`config.mk`:
```
export PLATFORM = sky130hd
export DESIGN_NAME = txstat_classifier
export DESIGN_NICKNAME = d
export VERILOG_FILES = /design/src/rtl/txstat_pkg.sv /design/src/rtl/txstat_dst_class.sv /design/src/rtl/txstat_coll_bin.sv /design/src/rtl/txstat_classifier.sv
export SDC_FILE = /design/constraint.sdc
export NUM_CORES = 1
export LEC_CHECK = 0
export BUFFER_PORTS_ARGS = -buffer_cell sky130_fd_sc_hd__buf_2
export CAP_MARGIN = 10
export CORE_AREA = 5 5 42 44
export DETAILED_ROUTE_END_ITERATION = 16
export DIE_AREA = 0 0 47 49
export GPL_ROUTABILITY_DRIVEN = 0
export PLACE_DENSITY = 0.81
export RECOVER_POWER = 100
export REMOVE_ABC_BUFFERS = 1
export SYNTH_ARGS = -nofsm -noshare
export SYNTH_HDL_FRONTEND = slang
export SYNTH_SLANG_ARGS = --single-unit
```
`constraint.sdc`:
```
create_clock -name vclk -period 1.2
set_input_delay 0.12 -clock vclk [all_inputs]
set_output_delay 0.12 -clock vclk [all_outputs]
set_load 0.02 [all_outputs]
```
`src/rtl/txstat_pkg.sv`:
```
package txstat_pkg;

  typedef enum logic [1:0] {
    OUT_OK      = 2'b00,
    OUT_XS_COLL = 2'b01,
    OUT_ERR_A   = 2'b10,
    OUT_ERR_B   = 2'b11
  } tx_outcome_e;

  typedef enum logic [1:0] {
    DST_UNICAST   = 2'b00,
    DST_MULTICAST = 2'b01,
    DST_BROADCAST = 2'b10
  } dst_class_e;

  // Broadcast wins over the group bit; group bit alone means multicast.
  function automatic dst_class_e classify_dst(input logic [7:0] first_byte);
    if (first_byte == 8'hFF)  return DST_BROADCAST;
    else if (first_byte[0])   return DST_MULTICAST;
    else                      return DST_UNICAST;
  endfunction

  // Inclusive range test used for collision bins.
  function automatic logic in_range(input int unsigned val,
                                    input int unsigned lo,
                                    input int unsigned hi);
    return (val >= lo) && (val <= hi);
  endfunction

endpackage

```
`src/rtl/txstat_dst_class.sv`:
```
module txstat_dst_class
  import txstat_pkg::*;
(
  input  logic [7:0] first_byte,
  output logic       is_bcast,
  output logic       is_mcast
);

  dst_class_e cls;

  always_comb begin
    cls      = classify_dst(first_byte);
    is_bcast = (cls == DST_BROADCAST);
    is_mcast = (cls == DST_MULTICAST);
  end

endmodule

```
`src/rtl/txstat_coll_bin.sv`:
```
module txstat_coll_bin
  import txstat_pkg::*;
#(
  parameter int COLL_W    = 5,
  parameter int MULTI_MAX = 15
) (
  input  logic [COLL_W-1:0] coll_cnt,
  output logic              bin_single,
  output logic              bin_multi
);

  localparam int unsigned MULTI_LO = 2;

  always_comb begin
    bin_single = (int'(coll_cnt) == 1);
    bin_multi  = in_range(int'(coll_cnt), MULTI_LO, MULTI_MAX);
  end

endmodule

```
`src/rtl/txstat_classifier.sv`:
```
module txstat_classifier
  import txstat_pkg::*;
#(
  parameter int LEN_W     = 16,
  parameter int COLL_W    = 5,
  parameter int MULTI_MAX = 15
) (
  input  logic              clk,
  input  logic              rst_n,
  input  logic              rec_valid,
  input  logic [1:0]        rec_outcome,
  input  logic [COLL_W-1:0] rec_coll_cnt,
  input  logic              rec_deferred,
  input  logic              rec_excess_defer,
  input  logic              rec_carrier_lost,
  input  logic [7:0]        rec_dst_byte0,
  input  logic [LEN_W-1:0]  rec_len,
  input  logic              late_coll_evt,
  output logic              inc_frames_ok,
  output logic              inc_bcast_ok,
  output logic              inc_mcast_ok,
  output logic              inc_octets_ok,
  output logic [LEN_W-1:0]  octet_amount,
  output logic              inc_single_coll,
  output logic              inc_multi_coll,
  output logic              inc_late_coll,
  output logic              inc_xs_coll_abort,
  output logic              inc_carrier_err,
  output logic              inc_deferred,
  output logic              inc_excess_defer
);

  // Named internal events, shared by the logic and the checks.
  logic        frame_ok;
  logic        frame_abort;
  logic        dst_bcast;
  logic        dst_mcast;
  logic        bin_single;
  logic        bin_multi;
  tx_outcome_e outcome;

  assign outcome     = tx_outcome_e'(rec_outcome);
  assign frame_ok    = rec_valid && (outcome == OUT_OK);
  assign frame_abort = rec_valid && (outcome == OUT_XS_COLL);

  txstat_dst_class u_dst (
    .first_byte (rec_dst_byte0),
    .is_bcast   (dst_bcast),
    .is_mcast   (dst_mcast)
  );

  txstat_coll_bin #(
    .COLL_W    (COLL_W),
    .MULTI_MAX (MULTI_MAX)
  ) u_coll (
    .coll_cnt   (rec_coll_cnt),
    .bin_single (bin_single),
    .bin_multi  (bin_multi)
  );

  always_comb begin
    inc_frames_ok     = frame_ok;
    inc_bcast_ok      = frame_ok && dst_bcast;
    inc_mcast_ok      = frame_ok && dst_mcast;
    inc_octets_ok     = frame_ok;
    octet_amount      = frame_ok ? rec_len : '0;
    inc_single_coll   = frame_ok && bin_single;
    inc_multi_coll    = frame_ok && bin_multi;
    inc_late_coll     = late_coll_evt;
    inc_xs_coll_abort = frame_abort;
    inc_carrier_err   = frame_ok && rec_carrier_lost;
    inc_deferred      = rec_valid && rec_deferred;
    inc_excess_defer  = rec_valid && rec_excess_defer;
  end

  // a success record counts even when carrier was lost
  a_r1_ok_despite_carrier: assert property (@(posedge clk) disable iff (!rst_n)
    (rec_valid && rec_outcome == 2'b00 && rec_carrier_lost) |-> inc_frames_ok);

  // the two address classes are exclusive
  a_r2_class_exclusive: assert property (@(posedge clk) disable iff (!rst_n)
    !(inc_bcast_ok && inc_mcast_ok));

  // no octets are added without a success strobe
  a_r3_octet_idle_zero: assert property (@(posedge clk) disable iff (!rst_n)
    !inc_octets_ok |-> (octet_amount == '0));

  // a frame lands in at most one collision bin
  a_r5_bins_exclusive: assert property (@(posedge clk) disable iff (!rst_n)
    !(inc_single_coll && inc_multi_coll));

  // an aborted frame is never also a success
  a_r7_abort_not_ok: assert property (@(posedge clk) disable iff (!rst_n)
    inc_xs_coll_abort |-> !inc_frames_ok);

  // carrier errors are only reported for successful frames
  a_r8_carrier_needs_ok: assert property (@(posedge clk) disable iff (!rst_n)
    inc_carrier_err |-> inc_frames_ok);

  // without a record only the late strobe may move
  a_r10_idle_quiet: assert property (@(posedge clk) disable iff (!rst_n)
    !rec_valid |-> !(inc_frames_ok || inc_xs_coll_abort || inc_deferred ||
                     inc_excess_defer || inc_single_coll || inc_multi_coll));

  // every late-collision pulse is forwarded
  a_r6_late_forwarded: assert property (@(posedge clk) disable iff (!rst_n)
    late_coll_evt |-> inc_late_coll);

endmodule

```
==> results.md, run 1 <==
- Initial Utilization: 0.185
- Most frequent cells in the layout: 37 x buf_2, 15 x clkbuf_2, 10 x and2_2, 9 x and2_1, 8 x clkbuf_1
- Yosys warnings: 0
- RSZ-0062 raised after global routing: false
- # rows: 14
- Most Crowded Layer GR: met2
- DP Cell Count: 107
- Largest net degree at the start of global routing: 22
- Final Max Slew Viols: 0
- WP data arrival: between 0.9 and 1 ns
- DRT antenna net count: 0
- CP Data Required Time: between 1 and 1.5 ns
- Die footprint: 2300 um2
- Pre-CTS WS: around 0.095 ns
- Core Area: ~1400 um2
- Grt met2 use: 0.186
- Post-route insts no fill: around 110
- Input/output buffers: slightly above 60
- Final core utilization: 0.402
- Post-layout power: between 100 and 150 uW
- DR iter-0 viols: 1
- Pre-antenna DRT Iters: 2
- Min cycle time layout: ~1.1 ns
- Share of the synthesized area in the top cell type: 0.290
- Reg area: 0 um2
- Final Hold Viols: 0
- HP Class: input port to output pin
- Commonest non-fill, non-tap cell in the layout: buf_2
- Seq/Total Area, Yosys: 0
- Post-route cell area: 563 um2
- Ports: between 60 and 70
- DIE HEIGHT: 49 um
- DRC viols: 0
- Syn-to-layout area delta: 117%
- Slew @ Worst Pin: 0.287 ns
- Netlist cell types: 13
- Placed cell areas: roughly 570 um2
- Max-Cap Viols: 0
- Grt total ovfl: 0
- PwrDens: 264 nW/um2
- Layout clock buffers: 0
- First-pass GRT wire length: roughly 1.6 mm
- Sequential cell count: 0
- VDD IR max: 94.3 uV
- Hold Buf Count CTS: 0
- Area of the mapped netlist: between 200 and 300 um2
- LEAKAGE: ~0.33 nW
- Vias in the first global route: between 400 and 500
- WS Path Type: input port to output pin
- Share of layout cells above drive strength 1: 0.747
- Synth area leader: and2_2
- Post-DR wirelength/cell: between 10 and 15 um
- Setup TNS: 0 ns
- Crit Path Max Fanout: 21
- Status: completed
- Via-to-Cell Ratio: 4.25
- Fmax achieved: 904 MHz
- Grt met1 use: 0.0804
- Fin crit share: 0.922
- Postcts setup bufs: 0
- GRT Overall Usage: 0.0849
- Multi-input logic area: 225 um2
- Cell count after synthesis: 33
- Antenna cells: 0
- Post-synthesis average cell area: a little under 8 um2
- CP Capture Type: output pin
- Synth top area cells: and2_2 29%, and2_1 22%, buf_4 8.7%
- Initial antenna violation count: 0
- WHS: about 0.24 ns
- CP startpoint kind: input port
- Count of endpoints failing setup in the final report: 0
- NumNets Final: ~130
- Die width: around 47 um
- Slew margin rel.: 0.807
- GR met3 Demand/Resource: 0.00738
- Final WS setup: about 0.094 ns
- Fill cells: 150
- DR vias: around 460
- Gates resized, CTS repair: 0
- Final WL: 1.15 mm
-- synth_stat cells --
cell	instances
buf_6	1
o21ba_2	1
nor3b_4	1
and3b_2	1
nor3_1	2
nand3_1	1
buf_4	3
and4b_1	1
and2_1	9
nor3b_2	1
nand4_1	1
and2_2	10
nand4bb_1	1
-- metal layers --
metal,routed length (um),vias up
met4,0,0
met3,252,0
li1,-,224
met2,562,43
met5,0,-
met1,333,188
-- path summary, 6_finish.rpt --
path                      startpoint               to  slack [ns]  cells after the start
worst max-delay path  rec_outcome[1]  octet_amount[3]        0.09                      5
worst min-delay path   late_coll_evt    inc_late_coll        0.24                      0
-- power breakdown --
group,total [mW],internal [mW],switching [mW]
clock network,0,0,0
registers,0,0,0
logic,0.148,0.0781,0.0704
-- cell type report --
cell class / count / share of cell area
well taps: 16 / 0.0356
repair buffers: 62 / 0.564
multi-input cells: 29 / 0.400
-- critical path, stage by stage --
cell      delay [ns]
buf_2           0.12
nor3b_4         0.22
buf_12          0.16
and2_2          0.13
clkbuf_1        0.22
-- kinds of logic (layout without fill, tap and decap cells) --
| family | after synthesis | in the layout | share of synthesized area |
|---|---|---|---|
| buf+inv | 4 | 62 | 0.130 |
| compound gates | 1 | 1 | 0.0386 |
| simple gates | 28 | 28 | 0.831 |
No activity file was read; power rests on OpenSTA's default activity.
==> run 2: changes to the inputs <==
--- a/config.mk
+++ b/config.mk
@@ -11,9 +11,10 @@
 export DETAILED_ROUTE_END_ITERATION = 16
 export DIE_AREA = 0 0 47 49
 export GPL_ROUTABILITY_DRIVEN = 0
-export PLACE_DENSITY = 0.81
+export PLACE_DENSITY = 0.92
 export RECOVER_POWER = 100
 export REMOVE_ABC_BUFFERS = 1
 export SYNTH_ARGS = -nofsm -noshare
 export SYNTH_HDL_FRONTEND = slang
+export SYNTH_HIERARCHICAL = 1
 export SYNTH_SLANG_ARGS = --single-unit
==> run 2 against run 1 <==
Compared with the run above:
- final area grew 19%
- synthesized cell count grew 24%
- routed wire length grew 33%
- maximum frequency grew 1.2%
- largest power group unchanged
- first-iteration DRC count shrank 100%
- power grew 21%
- sequential share of layout area is the same
- worst setup slack gained 0.014 ns
- non-clock buffer count is the same
- via count grew 21%
- die area is the same
==> results.md, run 2 <==
- Ports: 65
- Reg area: 0 um2
- LEAKAGE: roughly 0.37 nW
- DR iter-0 viols: 0
- DP Cell Count: 111
- Post-DR wirelength/cell: 13.7 um
- Synth area leader: and4bb_2
- Flop pwr share: 0
- # rows: 14
- Setup TNS: 0 ns
- DIE HEIGHT: around 50 um
- Input/output buffers: 61
- Most frequent cells in the layout: 42 x buf_2, 16 x and4bb_2, 14 x clkbuf_2, 6 x clkbuf_1, 3 x and4bb_1
- Gates resized, CTS repair: 0
- Share of the synthesized area in the top cell type: 0.508
- Post-synthesis average cell area: roughly 9.6 um2
- Final WS setup: 0.107 ns
- Largest net degree at the start of global routing: 24
- Initial Utilization: 0.281
- Seq/Total Area, Yosys: 0
- Count of endpoints failing setup in the final report: 0
- Fin crit share: 0.910
- Commonest non-fill, non-tap cell in the layout: buf_2
- Clk pwr share: 0
- Vias in the first global route: 545
- CP Data Required Time: ~1.1 ns
- Fill cells: about 150
- Synth top cells by count: 16 x and4bb_2, 6 x buf_2, 3 x and4bb_1
- Slew margin rel.: 0.780
- Via-to-Cell Ratio: 4.96
- Cell count after synthesis: between 40 and 50
- Die footprint: roughly 2300 um2
- Crit Path Max Fanout: 15
- Hold Buf Count CTS: 0
- Sw frac: 0.495
- WHS: approximately 0.24 ns
- Postcts setup bufs: 0
- WP data arrival: ~0.97 ns
- Area of the mapped netlist: approximately 400 um2
- Final WL: between 1.5 and 2 mm
- Yosys warnings: 6
- DR vias: between 500 and 600
- HP Class: input port to output pin
- Sequential cell count: 0
- Switch Pwr: 89.1 uW
- Fmax achieved: 915 MHz
- CP Capture Type: output pin
- NumNets Final: 135
- Antenna cells: 0
- Final Max Slew Viols: 0
- Final core utilization: 0.479
- Dpl hpwl: around 1.2 mm
- Core Area: roughly 1400 um2
- Final Hold Viols: 0
- First-pass GRT wire length: approximately 2.3 mm
- Min cycle time layout: around 1.1 ns
- PwrDens: between 200 and 300 nW/um2
- Initial antenna violation count: 0
- DRC viols: 0
- Slew @ Worst Pin: 0.331 ns
- Die width: around 47 um
- VDD IR max: about 100 uV
- Layout clock buffers: 0
- Grt total ovfl: 0
- DRT antenna net count: 0
- Pre-CTS WS: about 0.13 ns
- Syn-to-layout area delta: 70.5%
- Pre-antenna DRT Iters: 1
- Share of layout cells above drive strength 1: 0.789
- CP startpoint kind: input port
- Status: completed
- Comb pwr share: 1.000
- Int Power: roughly 91 uW
- Max-Cap Viols: 0
- GRT Overall Usage: 0.121
- RSZ-0062 raised after global routing: false
- Post-route insts no fill: 111
- Most frequent cell after synthesis: and4bb_2
- WS Path Type: input port to output pin
- Netlist cell types: 15
- Synth top area cells: and4bb_2 51%, and4bb_1 9.5%, nor4bb_2 8.3%
==> run 2: cell count changes in the layout (fill, tap and decap cells not counted), moves of 2 or more <==
cell and change:
nor4bb_2 +2, buf_2 +5, and2_2 -10, and2_1 -7, and3b_1 +2, and4bb_1 +3
clkbuf_1 -2, and4bb_2 +16
==> run 2: path summary, 6_finish.rpt <==
path,start,endpoint,slack [ns],cells past startpoint
setup / recovery,rec_valid,octet_amount[2],0.11,4
hold / removal,late_coll_evt,inc_late_coll,0.24,0
==> run 2: power by group through the flow <==
stage                     clock network (mW)  logic, mW  registers (mW)
final                                      0      0.180               0
after global routing                       0      0.196               0
after CTS                                  0      0.185               0
after detailed placement                   0      0.184               0
after global placement                     0      0.178               0
after floorplan                            0     0.0781               0
==> run 2: final cells by class <==
| cell class | instances | area [um2] | share of cell area |
|---|---|---|---|
| Tap cell | 16 | 20.0 | 0.0298 |
| Multi-Input combinational cell | 32 | 345 | 0.514 |
| Timing Repair Buffer | 62 | 303 | 0.451 |
| Inverter | 1 | 3.75 | 0.00559 |
==> run 2: routing by layer <==
layer	global-route usage	vias up	part of all wire
met2	0.247	36	0.49
met3	0.0185	0	0.15
met5	0	-	0
met4	0	0	0
li1	-	277	-
met1	0.128	238	0.37
==> run 2: critical path: stages <==
cell and delay, ns:
buf_2 0.16, clkbuf_2 0.26, and4bb_2 0.26, clkbuf_2 0.17
==> run 2: logic make-up (layout without fill, tap and decap cells) <==
| group | Yosys count | after routing | share of synthesized area |
|---|---|---|---|
| AOI/OAI and AO/OA | 1 | 1 | 0.0191 |
| buffers and inverters | 9 | 63 | 0.124 |
| and+or+nand+nor | 31 | 31 | 0.857 |
==> run 2: stage by stage <==
stage                     power, mW  instance area [um2]
final                         0.180                  672
after global routing          0.196                  672
after CTS                     0.185                  682
after detailed placement      0.184                  682
after global placement        0.178                  682
after floorplan              0.0781                  349
==> run 3: changes to the inputs <==
==> constraint.sdc (replaced) <==
create_clock -name vclk -period 1.2
set_input_delay 0.18 -clock vclk [all_inputs]
set_output_delay 0.18 -clock vclk [all_outputs]
set_load 0.02 [all_outputs]
==> run 3 against run 2 <==
Compared with the run above:
- power increased by 5.7%
- first-iteration DRC count is 2 higher
- clock-buffer cell count unchanged
- worst setup slack got worse by 0.070 ns
- final cell count up 0.90%
- die area is the same
- flip-flop and latch count did not move
- combinational power grew 6%
- critical path depth is 1 higher
- routed wire length rose by 1.6%
- sequential share of layout area did not move
- utilization increased by 2.8 points
- critical path type unchanged
- critical endpoint is now inc_single_coll
- largest power group unchanged
- highest routed layer unchanged
==> results.md, run 3 (synthesis results as in run 2) <==
- Syn-to-layout area delta: 80.3%
- Post-route cell area: roughly 700 um2
- VDD IR max: about 97 uV
- CP startpoint kind: input port
- PwrDens: roughly 270 nW/um2
- # rows: 14
- DR iter-0 viols: 2
- Placed cell areas: 689 um2
- RSZ-0062 raised after global routing: false
- Post-DR wirelength/cell: approximately 14 um
- Vias in the first global route: 546
- Min cycle time layout: 1.16 ns
- Slew @ Worst Pin: 0.327 ns
- DR vias: ~560
- WP data arrival: 0.98 ns
- Final Max Slew Viols: 0
- Initial antenna violation count: 0
- Status: completed
- Share of layout cells above drive strength 1: 0.844
- Post-layout power: around 190 uW
- Crit Path Max Fanout: 2
- Input/output buffers: roughly 60
- LEAKAGE: a little under 0.4 nW
- CP Capture Type: output pin
- Die width: between 40 and 50 um
- Clk pwr share: 0
- Fin crit share: 0.969
- First-pass GRT wire length: between 2 and 2.5 mm
- Crit-path cells: buf_6, nor3_4, and3b_1, and4bb_2, buf_6
- DIE HEIGHT: around 49 um
- Via-to-Cell Ratio: just under 5
- Comb pwr share: 1.000
- Count of endpoints failing setup in the final report: 0
- Antenna cells: 0
- Initial Utilization: 0.281
- Ports: 65
- Dpl hpwl: 1.28 mm
- WHS: 0.360 ns
- Int Power: roughly 99 uW
- CP Data Required Time: approximately 1.0 ns
- Final WL: between 1.5 and 2 mm
- Grt total ovfl: 0
- Pre-antenna DRT Iters: 2
- Postcts setup bufs: 0
- Slew margin rel.: 0.782
- Core Area: around 1400 um2
- Final core utilization: 0.507
- HP Class: input port to output pin
- Largest net degree at the start of global routing: 24
- Fill cells: roughly 150
- DRC viols: 0
- Crit-path slowest cell: and4bb_2
- Die footprint: around 2300 um2
- Commonest non-fill, non-tap cell in the layout: buf_2
- Critical Path Most Common Cell: buf_6
- Sw frac: 0.482
- Final Hold Viols: 0
- Switch Pwr: between 90 and 100 uW
- Layout clock buffers: 0
- Flop pwr share: 0
- DRT antenna net count: 0
- GRT Overall Usage: 0.126
- Fmax achieved: 860 MHz
- Sequential cell count: 0
- NumNets Final: ~140
- Max-Cap Viols: 0
- Most frequent cells in the layout: 35 x buf_2, 23 x clkbuf_2, 16 x and4bb_2, 3 x and4bb_1, 3 x buf_6
- Reg area: 0 um2
- WS Path Type: input port to output pin
- CP max stage delay: roughly 0.23 ns
-- run 3: cell types whose count changed in the layout (fill, tap and decap cells not counted), sizes merged --
cell and change:
clkbuf +4, buf -3
-- run 3: worst max-delay path: cells and delay by family --
kind / cells / cell delay, ns
buffers and inverters: 2 / 0.21
and+or+nand+nor: 3 / 0.59
-- run 3: worst paths after layout --
kind                       startpoint               to  slack, ns  cells after the start
worst max-delay path  rec_coll_cnt[2]  inc_single_coll       0.04                      5
worst min-delay path    late_coll_evt    inc_late_coll       0.36                      0
-- run 3: cell type report --
type	count	area (um2)	share of cell area
repair buffers	63	335	0.472
multi-input cells	32	352	0.495
inverters	1	3.75	0.00528
well taps	16	20.0	0.0282
-- run 3: timing repair --
| item | CTS | global route |
|---|---|---|
| endpoints found under the hold margin | 0 | 0 |
| setup endpoints to repair | 1 | 1 |
| hold buffers | 0 | 0 |
| resized for setup | 2 | 4 |
| gates cloned | 0 | 0 |
| pin swaps | 3 | 2 |
-- run 3: metal layers --
layer / track usage / part of all wire / vias up
met5: 0 / 0 / -
met4: 0 / 0 / 0
met3: 0.0185 / 0.13 / 0
met2: 0.242 / 0.49 / 36
met1: 0.148 / 0.38 / 243
li1: - / - / 277
-- run 3: through the flow --
stage	setup WS (ns)	TNS, ns	instances
2_1_floorplan	-0.107	-0.214	33
3_3_place_gp	0.0346	0	112
3_5_place_dp	-0.0222	-0.0222	112
4_1_cts	0.0000843	0	112
5_1_grt	0.00426	0	112
6_report	0.0373	0	112
-- run 3: power groups by stage --
stage	Clock, mW	Combinational [mW]	Sequential (mW)
6_report	0	0.191	0
5_1_grt	0	0.207	0
4_1_cts	0	0.187	0
3_5_place_dp	0	0.186	0
3_3_place_gp	0	0.181	0
2_1_floorplan	0	0.0781	0
